`config.mk`:
```
export PLATFORM = sky130hd
export DESIGN_NAME = cfg_window_xlate
export DESIGN_NICKNAME = d
export VERILOG_FILES = /design/src/rtl/cfgx_pkg.sv /design/src/rtl/cfgx_regs.sv /design/src/rtl/cfgx_decode.sv /design/src/rtl/cfg_window_xlate.sv
export SDC_FILE = /design/constraint.sdc
export NUM_CORES = 1
export LEC_CHECK = 0
export ABC_AREA = 1
export CORE_MARGIN = 4
export CORE_UTILIZATION = 56
export DETAILED_ROUTE_END_ITERATION = 8
export PLACE_DENSITY = 0.87
export SLEW_MARGIN = 30
export SYNTH_ARGS = -nofsm -noshare
export SYNTH_HDL_FRONTEND = slang
export SYNTH_SLANG_ARGS = --single-unit
```
`constraint.sdc`:
```
create_clock -name clk_i -period 6.4 [get_ports clk_i]
set_input_delay 0.64 -clock clk_i [delete_from_list [all_inputs] [get_ports clk_i]]
set_output_delay 0.64 -clock clk_i [all_outputs]
set_load 0.005 [all_outputs]
```
`src/rtl/cfgx_pkg.sv`:
```
package cfgx_pkg;
    localparam int ADDR_W   = 32;
    localparam int WIN_W    = 16;
    localparam int REGION_W = 12;
    localparam int SEL_W    = 16;
    localparam int NUM_SEL  = 2;
    localparam int BE_W     = 4;

    typedef enum logic [0:0] {
        RSEL_BASE = 1'b0,
        RSEL_SEL  = 1'b1
    } reg_slot_e;

    typedef struct packed {
        logic              hit;
        logic              rd;
        logic              wr;
        logic              type1;
        logic [ADDR_W-1:0] addr;
        logic [BE_W-1:0]   be;
    } cfg_req_t;
endpackage

```
`src/rtl/cfgx_regs.sv`:
```
module cfgx_regs
    import cfgx_pkg::*;
#(
    parameter int AW      = ADDR_W,
    parameter int SW      = SEL_W,
    parameter int NSEL    = NUM_SEL
) (
    input  logic                 clk_i,
    input  logic                 rst_ni,
    input  logic                 we_i,
    input  logic                 addr_i,
    input  logic [AW-1:0]        wdata_i,
    output logic [AW-1:0]        rdata_o,
    output logic [AW-1:0]        base_o,
    output logic [NSEL*SW-1:0]   sel_word_o
);
    localparam int WORD_W = NSEL * SW;

    typedef struct packed {
        logic [AW-1:0]     base;
        logic [WORD_W-1:0] sel_word;
    } regs_t;

    regs_t     regs_d, regs_q;
    reg_slot_e slot;

    assign slot = reg_slot_e'(addr_i);

    always_comb begin
        regs_d = regs_q;
        if (we_i) begin
            unique case (slot)
                RSEL_BASE: regs_d.base     = wdata_i;
                RSEL_SEL:  regs_d.sel_word = wdata_i[WORD_W-1:0];
                default:   regs_d          = regs_q;
            endcase
        end
    end

    always_ff @(posedge clk_i or negedge rst_ni) begin
        if (!rst_ni) begin
            regs_q <= '0;
        end else begin
            regs_q <= regs_d;
        end
    end

    always_comb begin
        unique case (slot)
            RSEL_BASE: rdata_o = regs_q.base;
            RSEL_SEL:  rdata_o = AW'(regs_q.sel_word);
            default:   rdata_o = '0;
        endcase
    end

    assign base_o     = regs_q.base;
    assign sel_word_o = regs_q.sel_word;
endmodule

```
`src/rtl/cfgx_decode.sv`:
```
module cfgx_decode
    import cfgx_pkg::*;
#(
    parameter int AW    = ADDR_W,
    parameter int WW    = WIN_W,
    parameter int RW    = REGION_W,
    parameter int SW    = SEL_W,
    parameter int NSEL  = NUM_SEL
) (
    input  logic [AW-1:0]      addr_i,
    input  logic [AW-1:0]      base_i,
    input  logic [NSEL*SW-1:0] sel_word_i,
    output logic               in_win_o,
    output logic               type1_o,
    output logic [AW-1:0]      cfg_addr_o
);
    localparam int IDX_W  = (NSEL > 1) ? $clog2(NSEL) : 1;
    localparam int GAP_W  = WW - RW;
    localparam int REGN_W = RW - 2;

    logic [AW-1:0]    offset;
    logic [SW-1:0]    sel_arr [NSEL];
    logic [IDX_W-1:0] idx;
    logic [SW-1:0]    sel_pick;
    logic             unused_low;

    genvar g;
    generate
        for (g = 0; g < NSEL; g++) begin : g_sel
            assign sel_arr[g] = sel_word_i[g*SW +: SW];
        end
    endgenerate

    assign offset     = addr_i - base_i;
    assign in_win_o   = (addr_i >= base_i) && (offset[AW-1:WW] == '0);
    assign type1_o    = |offset[WW-1:RW];
    assign idx        = offset[RW +: IDX_W];
    assign sel_pick   = sel_arr[idx];
    assign cfg_addr_o = {sel_pick, {GAP_W{1'b0}}, offset[RW-1:2], 2'b00};
    assign unused_low = ^offset[1:0];
endmodule

```
`src/rtl/cfg_window_xlate.sv`:
```
module cfg_window_xlate
    import cfgx_pkg::*;
#(
    parameter int AW   = ADDR_W,
    parameter int WW   = WIN_W,
    parameter int RW   = REGION_W,
    parameter int SW   = SEL_W,
    parameter int NSEL = NUM_SEL,
    parameter int BW   = BE_W
) (
    input  logic          clk_i,
    input  logic          rst_ni,
    input  logic          reg_we_i,
    input  logic          reg_addr_i,
    input  logic [AW-1:0] reg_wdata_i,
    output logic [AW-1:0] reg_rdata_o,
    input  logic          acc_rd_i,
    input  logic          acc_wr_i,
    input  logic [AW-1:0] acc_addr_i,
    input  logic [BW-1:0] acc_be_i,
    output logic          cfg_hit_o,
    output logic          cfg_rd_o,
    output logic          cfg_wr_o,
    output logic          cfg_type1_o,
    output logic [AW-1:0] cfg_addr_o,
    output logic [BW-1:0] cfg_be_o
);
    logic [AW-1:0]      base_q;
    logic [NSEL*SW-1:0] sel_word_q;
    logic               in_win;
    logic               is_type1;
    logic [AW-1:0]      xl_addr;

    typedef struct packed {
        logic          hit;
        logic          rd;
        logic          wr;
        logic          type1;
        logic [AW-1:0] addr;
        logic [BW-1:0] be;
    } req_t;

    req_t req_d, req_q;

    cfgx_regs #(.AW(AW), .SW(SW), .NSEL(NSEL)) u_regs (
        .clk_i      (clk_i),
        .rst_ni     (rst_ni),
        .we_i       (reg_we_i),
        .addr_i     (reg_addr_i),
        .wdata_i    (reg_wdata_i),
        .rdata_o    (reg_rdata_o),
        .base_o     (base_q),
        .sel_word_o (sel_word_q)
    );

    cfgx_decode #(.AW(AW), .WW(WW), .RW(RW), .SW(SW), .NSEL(NSEL)) u_dec (
        .addr_i     (acc_addr_i),
        .base_i     (base_q),
        .sel_word_i (sel_word_q),
        .in_win_o   (in_win),
        .type1_o    (is_type1),
        .cfg_addr_o (xl_addr)
    );

    always_comb begin
        req_d = '0;
        if (in_win && (acc_rd_i || acc_wr_i)) begin
            req_d.hit   = 1'b1;
            req_d.rd    = acc_rd_i;
            req_d.wr    = acc_wr_i;
            req_d.type1 = is_type1;
            req_d.addr  = xl_addr;
            req_d.be    = acc_be_i;
        end
    end

    always_ff @(posedge clk_i or negedge rst_ni) begin
        if (!rst_ni) begin
            req_q <= '0;
        end else begin
            req_q <= req_d;
        end
    end

    assign cfg_hit_o   = req_q.hit;
    assign cfg_rd_o    = req_q.rd;
    assign cfg_wr_o    = req_q.wr;
    assign cfg_type1_o = req_q.type1;
    assign cfg_addr_o  = req_q.addr;
    assign cfg_be_o    = req_q.be;
endmodule

```
# Word-level counts from Yosys, hierarchy flattened
# Cells that the tools add are included.
# totals
input_bits,74
register_bits,104
elab_cells,25
# op_classes
reduce_logical,7
addsub,1
order_cmp,2
bitwise,2
mux,5
# op_table
cell,n
32-bit one-hot mux with 2 select lines,1
16-bit 2-to-1 mux,3
40-bit 2-to-1 mux,1
32-bit >= comparator,1
32-bit subtractor,1
16-bit zero test,1
2-bit AND reduction,2
4-bit OR reduction,1
"2-bit >= comparator, second input constant",1
1-bit logical AND,2
1-bit inverter with 2-bit output,1
1-bit logical OR,1
1-bit inverter,1

# Longest topological paths before layout
# depth
depth_word,6
ltp_mapped,20
mapped_depth_nobuf,19

# By module
# Synthesis repeated with hierarchy kept, for this count alone.
# unflattened
hier_cells,1081
area_unflattened_um2,7297.0
# by_module_without_submodules
module,instances,cells_each,seq_area_each_um2,area_each_um2
cfgx_regs,1,382,1601.5,2951.6
cfgx_decode,1,570,0.0,2879.0
cfg_window_xlate,1,129,1001.0,1466.4

# Least setup slack after synthesis
# Ideal clock, no wire load.
# synth_path
path_kind,input-to-reg
startpoint,input port acc_addr_i[19]
endpoint,register req_q (netlist bit cfg_addr_o[2])
setup_time_ns,0.069
t_arrival_ns,2.281
slack_ns,4.050
cell_stages,15
n_path_buf,1
path_cell_list,ha_1 -> nand2_1 -> inv_1 -> nand2_1 -> nand2_1 -> a21oi_1 -> nand3_1 -> nand2_1 -> nand2_1 -> nor2_1 -> nand2_1 -> nor2_1 -> nand3_4 -> buf_6 -> nor2_2
# synth_lines
element,line,source
start: declaration,cfg_window_xlate.sv:19,"input logic [AW-1:0] acc_addr_i,"
end signal: assignment,cfg_window_xlate.sv:81,req_q <= req_d;
end: declaration,cfg_window_xlate.sv:43,"req_t req_d, req_q;"

==> summary.md <==
The final cell utilization of the core is 0.733, and the post-synthesis average cell area is 6.51 sq um. The post-synthesis to final-layout area growth is 25.9%, and the total half-perimeter wirelength after legalization and detailed placement is 15600 um. Counting buffers and inverters, the worst setup path is 15 cells deep. The logs give 0 for the number of antenna diodes and 19600 um for the aggregate routed wire length.

The number of buffer and inverter stages on the critical path is 4. Multi-input logic area: 3370 sq um. The final clock period utilization by the worst path was 0.512; the flop and latch count out of synthesis was 98. Buffers added to address setup during post-CTS repair amount to 0. The worst register-to-register path begins at u_regs.base_o[14]. Areal power density over the cells: 233 nW/um^2.

The data arrival time of the worst path was 3.49 ns; the number of I/O pins was 146. The count of different cell masters after synthesis came out at 29. The logs give 6.61 ns for the required arrival time at the worst endpoint and 0 for the post-route antenna net violation count.

The die is 118 um tall. The flow ran to the end, and the final reports show no timing, DRC or antenna violations. The first global-routing pass estimated 31800 um of wire. The logs give 4.70 nW for the static power due to leakage and 1.00 for the weighted congestion reported at the end of routability-driven placement.

After detailed routing, the average wire length per cell comes to 14.9 um. The source-to-sink clock delay at the later pin of the worst-skew pair was 0.35 ns. The first TritonRoute pass finished after 5 iterations.

The count of nets after finishing was 1273. In the final timing run, aggregate negative setup slack is 0 ns. STA classifies the critical path startpoint as a primary input. The routed layout has 6708 vias. The worst hold margin is 0.209 ns. At the pin with the least slew margin, the transition time is 0.851 ns.

For this design the total switching power over the nets is 722 uW. For the Yosys warning count, the log shows 0. The share of layout cells above drive strength 1 is 0.0555, and the clock tree buffer depth is 2.

TritonCTS built the clock tree. The slack of the critical path came out at 3.12 ns. After detailed routing, the number of vias per cell comes to 5.10. Root cell of the clock tree: sky130_fd_sc_hd__clkbuf_16. The run gives 0 as the number of max-cap violations. After clock tree synthesis, the clock-pin slew on the worst setup and hold paths is 0.07 ns. Fill cells in the final layout number 979.

Setup violations remaining at the end of the flow were counted as 0. For flop-to-flop paths, the worst setup slack is 3.43 ns. The number of design-rule violations left by the first detailed-router iteration is 649. Clock tree synthesis inserted a total of 9 buffers. The clock net in this run drives a total of 98 sinks. For the number of failing hold endpoints at the final stage, the log shows 0. The switching share of power is 0.363. The headroom to the max-slew limit is 0.433, and the worst supply voltage drop on vdd is 201 uV.

In this run, post-CTS hold repair placed 0 buffers. The tools report the sequential share of power as 0.358. The count of buffers from port buffering is 139. Among the stages of the critical path, the cell type that occurs most often is sky130_fd_sc_hd__nand2_1. The worst register-to-register path has a depth of 15. The maximum fanout encountered on the critical timing path was 18; the combined flip-flop and latch cell area was 2450 sq um. The highest cell delay on the worst timing path works out to 0.49 ns. Share of total power in the clock network: 0.277. Counting every instance in the synthesized netlist gives 1039. Timing would allow up to 305 MHz.

The worst hold path class was primary input to asynchronous set/reset pin. Most common cell after layout, fill and taps aside: sky130_fd_sc_hd__nand2_1. Initial antenna violation count: 0. For this run the aggregate overflow at the end of global routing stands at 0. The sequential share of the synthesized area came out at 0.363. The worst setup path is captured at a register.

The worst path needs 3.28 ns of the cycle, external delays included. The tools report the CTS H-tree depth as 3. The number of pins with negative max-slew slack in the final report is 0. The portion of total power attributed to combinational logic is 0.365.

The floorplan die width is 118 um. The path type of the worst setup path was primary input to register. After detailed routing, the number of remaining DRC violations is 0. The pin count of the biggest net entering global routing was 69; the internal power component was 1.26 mW.

Critical path's slowest cell: sky130_fd_sc_hd__nand2_1. In the layout the commonest cells are 392 x sky130_fd_sc_hd__nand2_1, 213 x sky130_fd_sc_hd__inv_1, 137 x sky130_fd_sc_hd__clkdlybuf4s50_1. Setup repair after global routing left no endpoint under its margin.

The signal on the critical path passes through clkdlybuf4s50_1, ha_1, nand2_1, nor2_2, inv_1, nor2_2, nand2_1, nand3_1, nand2_1, nand2_1, inv_1, nand2_1, nand2_1, inv_1, nor2_2. The worst register-to-register path ends at cfg_addr_o[21]. Worst clock skew on the final layout: 0.00657 ns.

The starting density of the core was 0.582. The number of gates resized after CTS came out at 0. The run gives 0.287 as the total global routing track utilization.

The area enclosed by the die boundary is 13900 sq um. Summing every instance area after synthesis gives 6760 sq um. The core region is 11600 sq um. The count of standard-cell rows was 39. In this design, the largest share of critical-path delay is due to simple AND/OR/NAND/NOR gates. The number of global-route vias before repair is 6549.

Before CTS, the worst setup slack after placement is 2.79 ns.
[cell type report]
cell class / count / area share
clock inverters: 4 / 0.00662
inverters: 213 / 0.0940
well taps: 143 / 0.0210
flip-flops and latches: 98 / 0.288
multi-input cells: 703 / 0.396
clock buffers: 12 / 0.0290
repair buffers: 142 / 0.166
[cells in the mapped netlist]
| cell | count | area share |
|---|---|---|
| sky130_fd_sc_hd__and2_1 | 2 | 0.0019 |
| sky130_fd_sc_hd__a21oi_1 | 16 | 0.012 |
| sky130_fd_sc_hd__inv_1 | 213 | 0.12 |
| sky130_fd_sc_hd__o21ai_0 | 96 | 0.071 |
| sky130_fd_sc_hd__clkbuf_1 | 19 | 0.011 |
| sky130_fd_sc_hd__nand3b_1 | 3 | 0.0033 |
| sky130_fd_sc_hd__dfrtp_1 | 98 | 0.36 |
| sky130_fd_sc_hd__nand3_1 | 33 | 0.024 |
| sky130_fd_sc_hd__nor4_1 | 1 | 0.00093 |
| sky130_fd_sc_hd__and2_2 | 1 | 0.0011 |
| sky130_fd_sc_hd__buf_4 | 6 | 0.0067 |
| sky130_fd_sc_hd__a21o_1 | 1 | 0.0011 |
| sky130_fd_sc_hd__buf_6 | 3 | 0.0050 |
| sky130_fd_sc_hd__nor2_2 | 37 | 0.034 |
| sky130_fd_sc_hd__nor3_1 | 5 | 0.0037 |
| sky130_fd_sc_hd__conb_1 | 1 | 0.00055 |
| sky130_fd_sc_hd__buf_2 | 2 | 0.0015 |
| sky130_fd_sc_hd__a21boi_0 | 1 | 0.0011 |
| sky130_fd_sc_hd__nand3_4 | 1 | 0.0026 |
| sky130_fd_sc_hd__nor2_1 | 46 | 0.026 |
| sky130_fd_sc_hd__nand2_2 | 4 | 0.0037 |
| sky130_fd_sc_hd__nor3_2 | 1 | 0.0015 |
| sky130_fd_sc_hd__nand3_2 | 2 | 0.0030 |
| sky130_fd_sc_hd__nand2_1 | 392 | 0.22 |
| sky130_fd_sc_hd__o21bai_1 | 2 | 0.0022 |
| sky130_fd_sc_hd__xnor2_1 | 9 | 0.012 |
| sky130_fd_sc_hd__nand4_1 | 7 | 0.0065 |
| sky130_fd_sc_hd__ha_1 | 32 | 0.059 |
| sky130_fd_sc_hd__xor2_1 | 5 | 0.0065 |
[metal layers]
metal  routed length [um]  track usage  up-vias  part of all wire
met5                    0            0        -                 0
met4                  615        0.108        0             0.031
met3                 1300       0.0346       41             0.066
met2                 9340        0.484      284              0.48
met1                 8360        0.380     3022              0.43
li1                     -            -     3361                 -
[worst max path at each step]
stage,from,endpoint
3_3_place_gp,acc_addr_i[13],cfg_be_o[0]
2_1_floorplan,acc_addr_i[19],cfg_addr_o[2]
6_report,acc_addr_i[9],cfg_addr_o[22]
3_5_place_dp,acc_addr_i[13],cfg_be_o[1]
4_1_cts,acc_addr_i[14],cfg_be_o[1]
5_1_grt,acc_addr_i[14],cfg_be_o[1]
[power groups by stage]
stage          registers [mW]  logic, mW  clock network (mW)
6_report                0.711      0.726               0.550
5_1_grt                 0.717      0.819               0.583
4_1_cts                 0.710      0.719               0.556
3_5_place_dp            0.721      0.712                   0
3_3_place_gp            0.719      0.702                   0
2_1_floorplan           0.706      0.471                   0
[metrics by stage]
stage / std cells / power (mW) / cell area (sq um)
finish: 1315 / 1.99 / 8510
floorplan: 1044 / 1.18 / 6780
detailed placement: 1299 / 1.43 / 8200
CTS: 1315 / 1.98 / 8510
global route: 1315 / 2.12 / 8510
global placement: 1299 / 1.42 / 8200
[cell families after synthesis]
| logic type | after synthesis | synth area share |
|---|---|---|
| AO/OA/AOI/OAI | 116 | 0.0874 |
| other | 1 | 0.000555 |
| flip-flops | 98 | 0.363 |
| adder cells (fa/ha/maj) | 32 | 0.0592 |
| buffers and inverters | 243 | 0.142 |
| XOR/XNOR | 14 | 0.0181 |
| AND/OR/NAND/NOR | 535 | 0.330 |
[flip-flops by register name, indices dropped and copies added, names as in the netlist]
signal,cells
cfg_addr_o,26
cfg_be_o,4
cfg_hit_o,1
cfg_rd_o,1
cfg_type1_o,1
cfg_wr_o,1
u_regs.base_o,32
u_regs.sel_word_o,32
(Power assumes the default switching activity.)
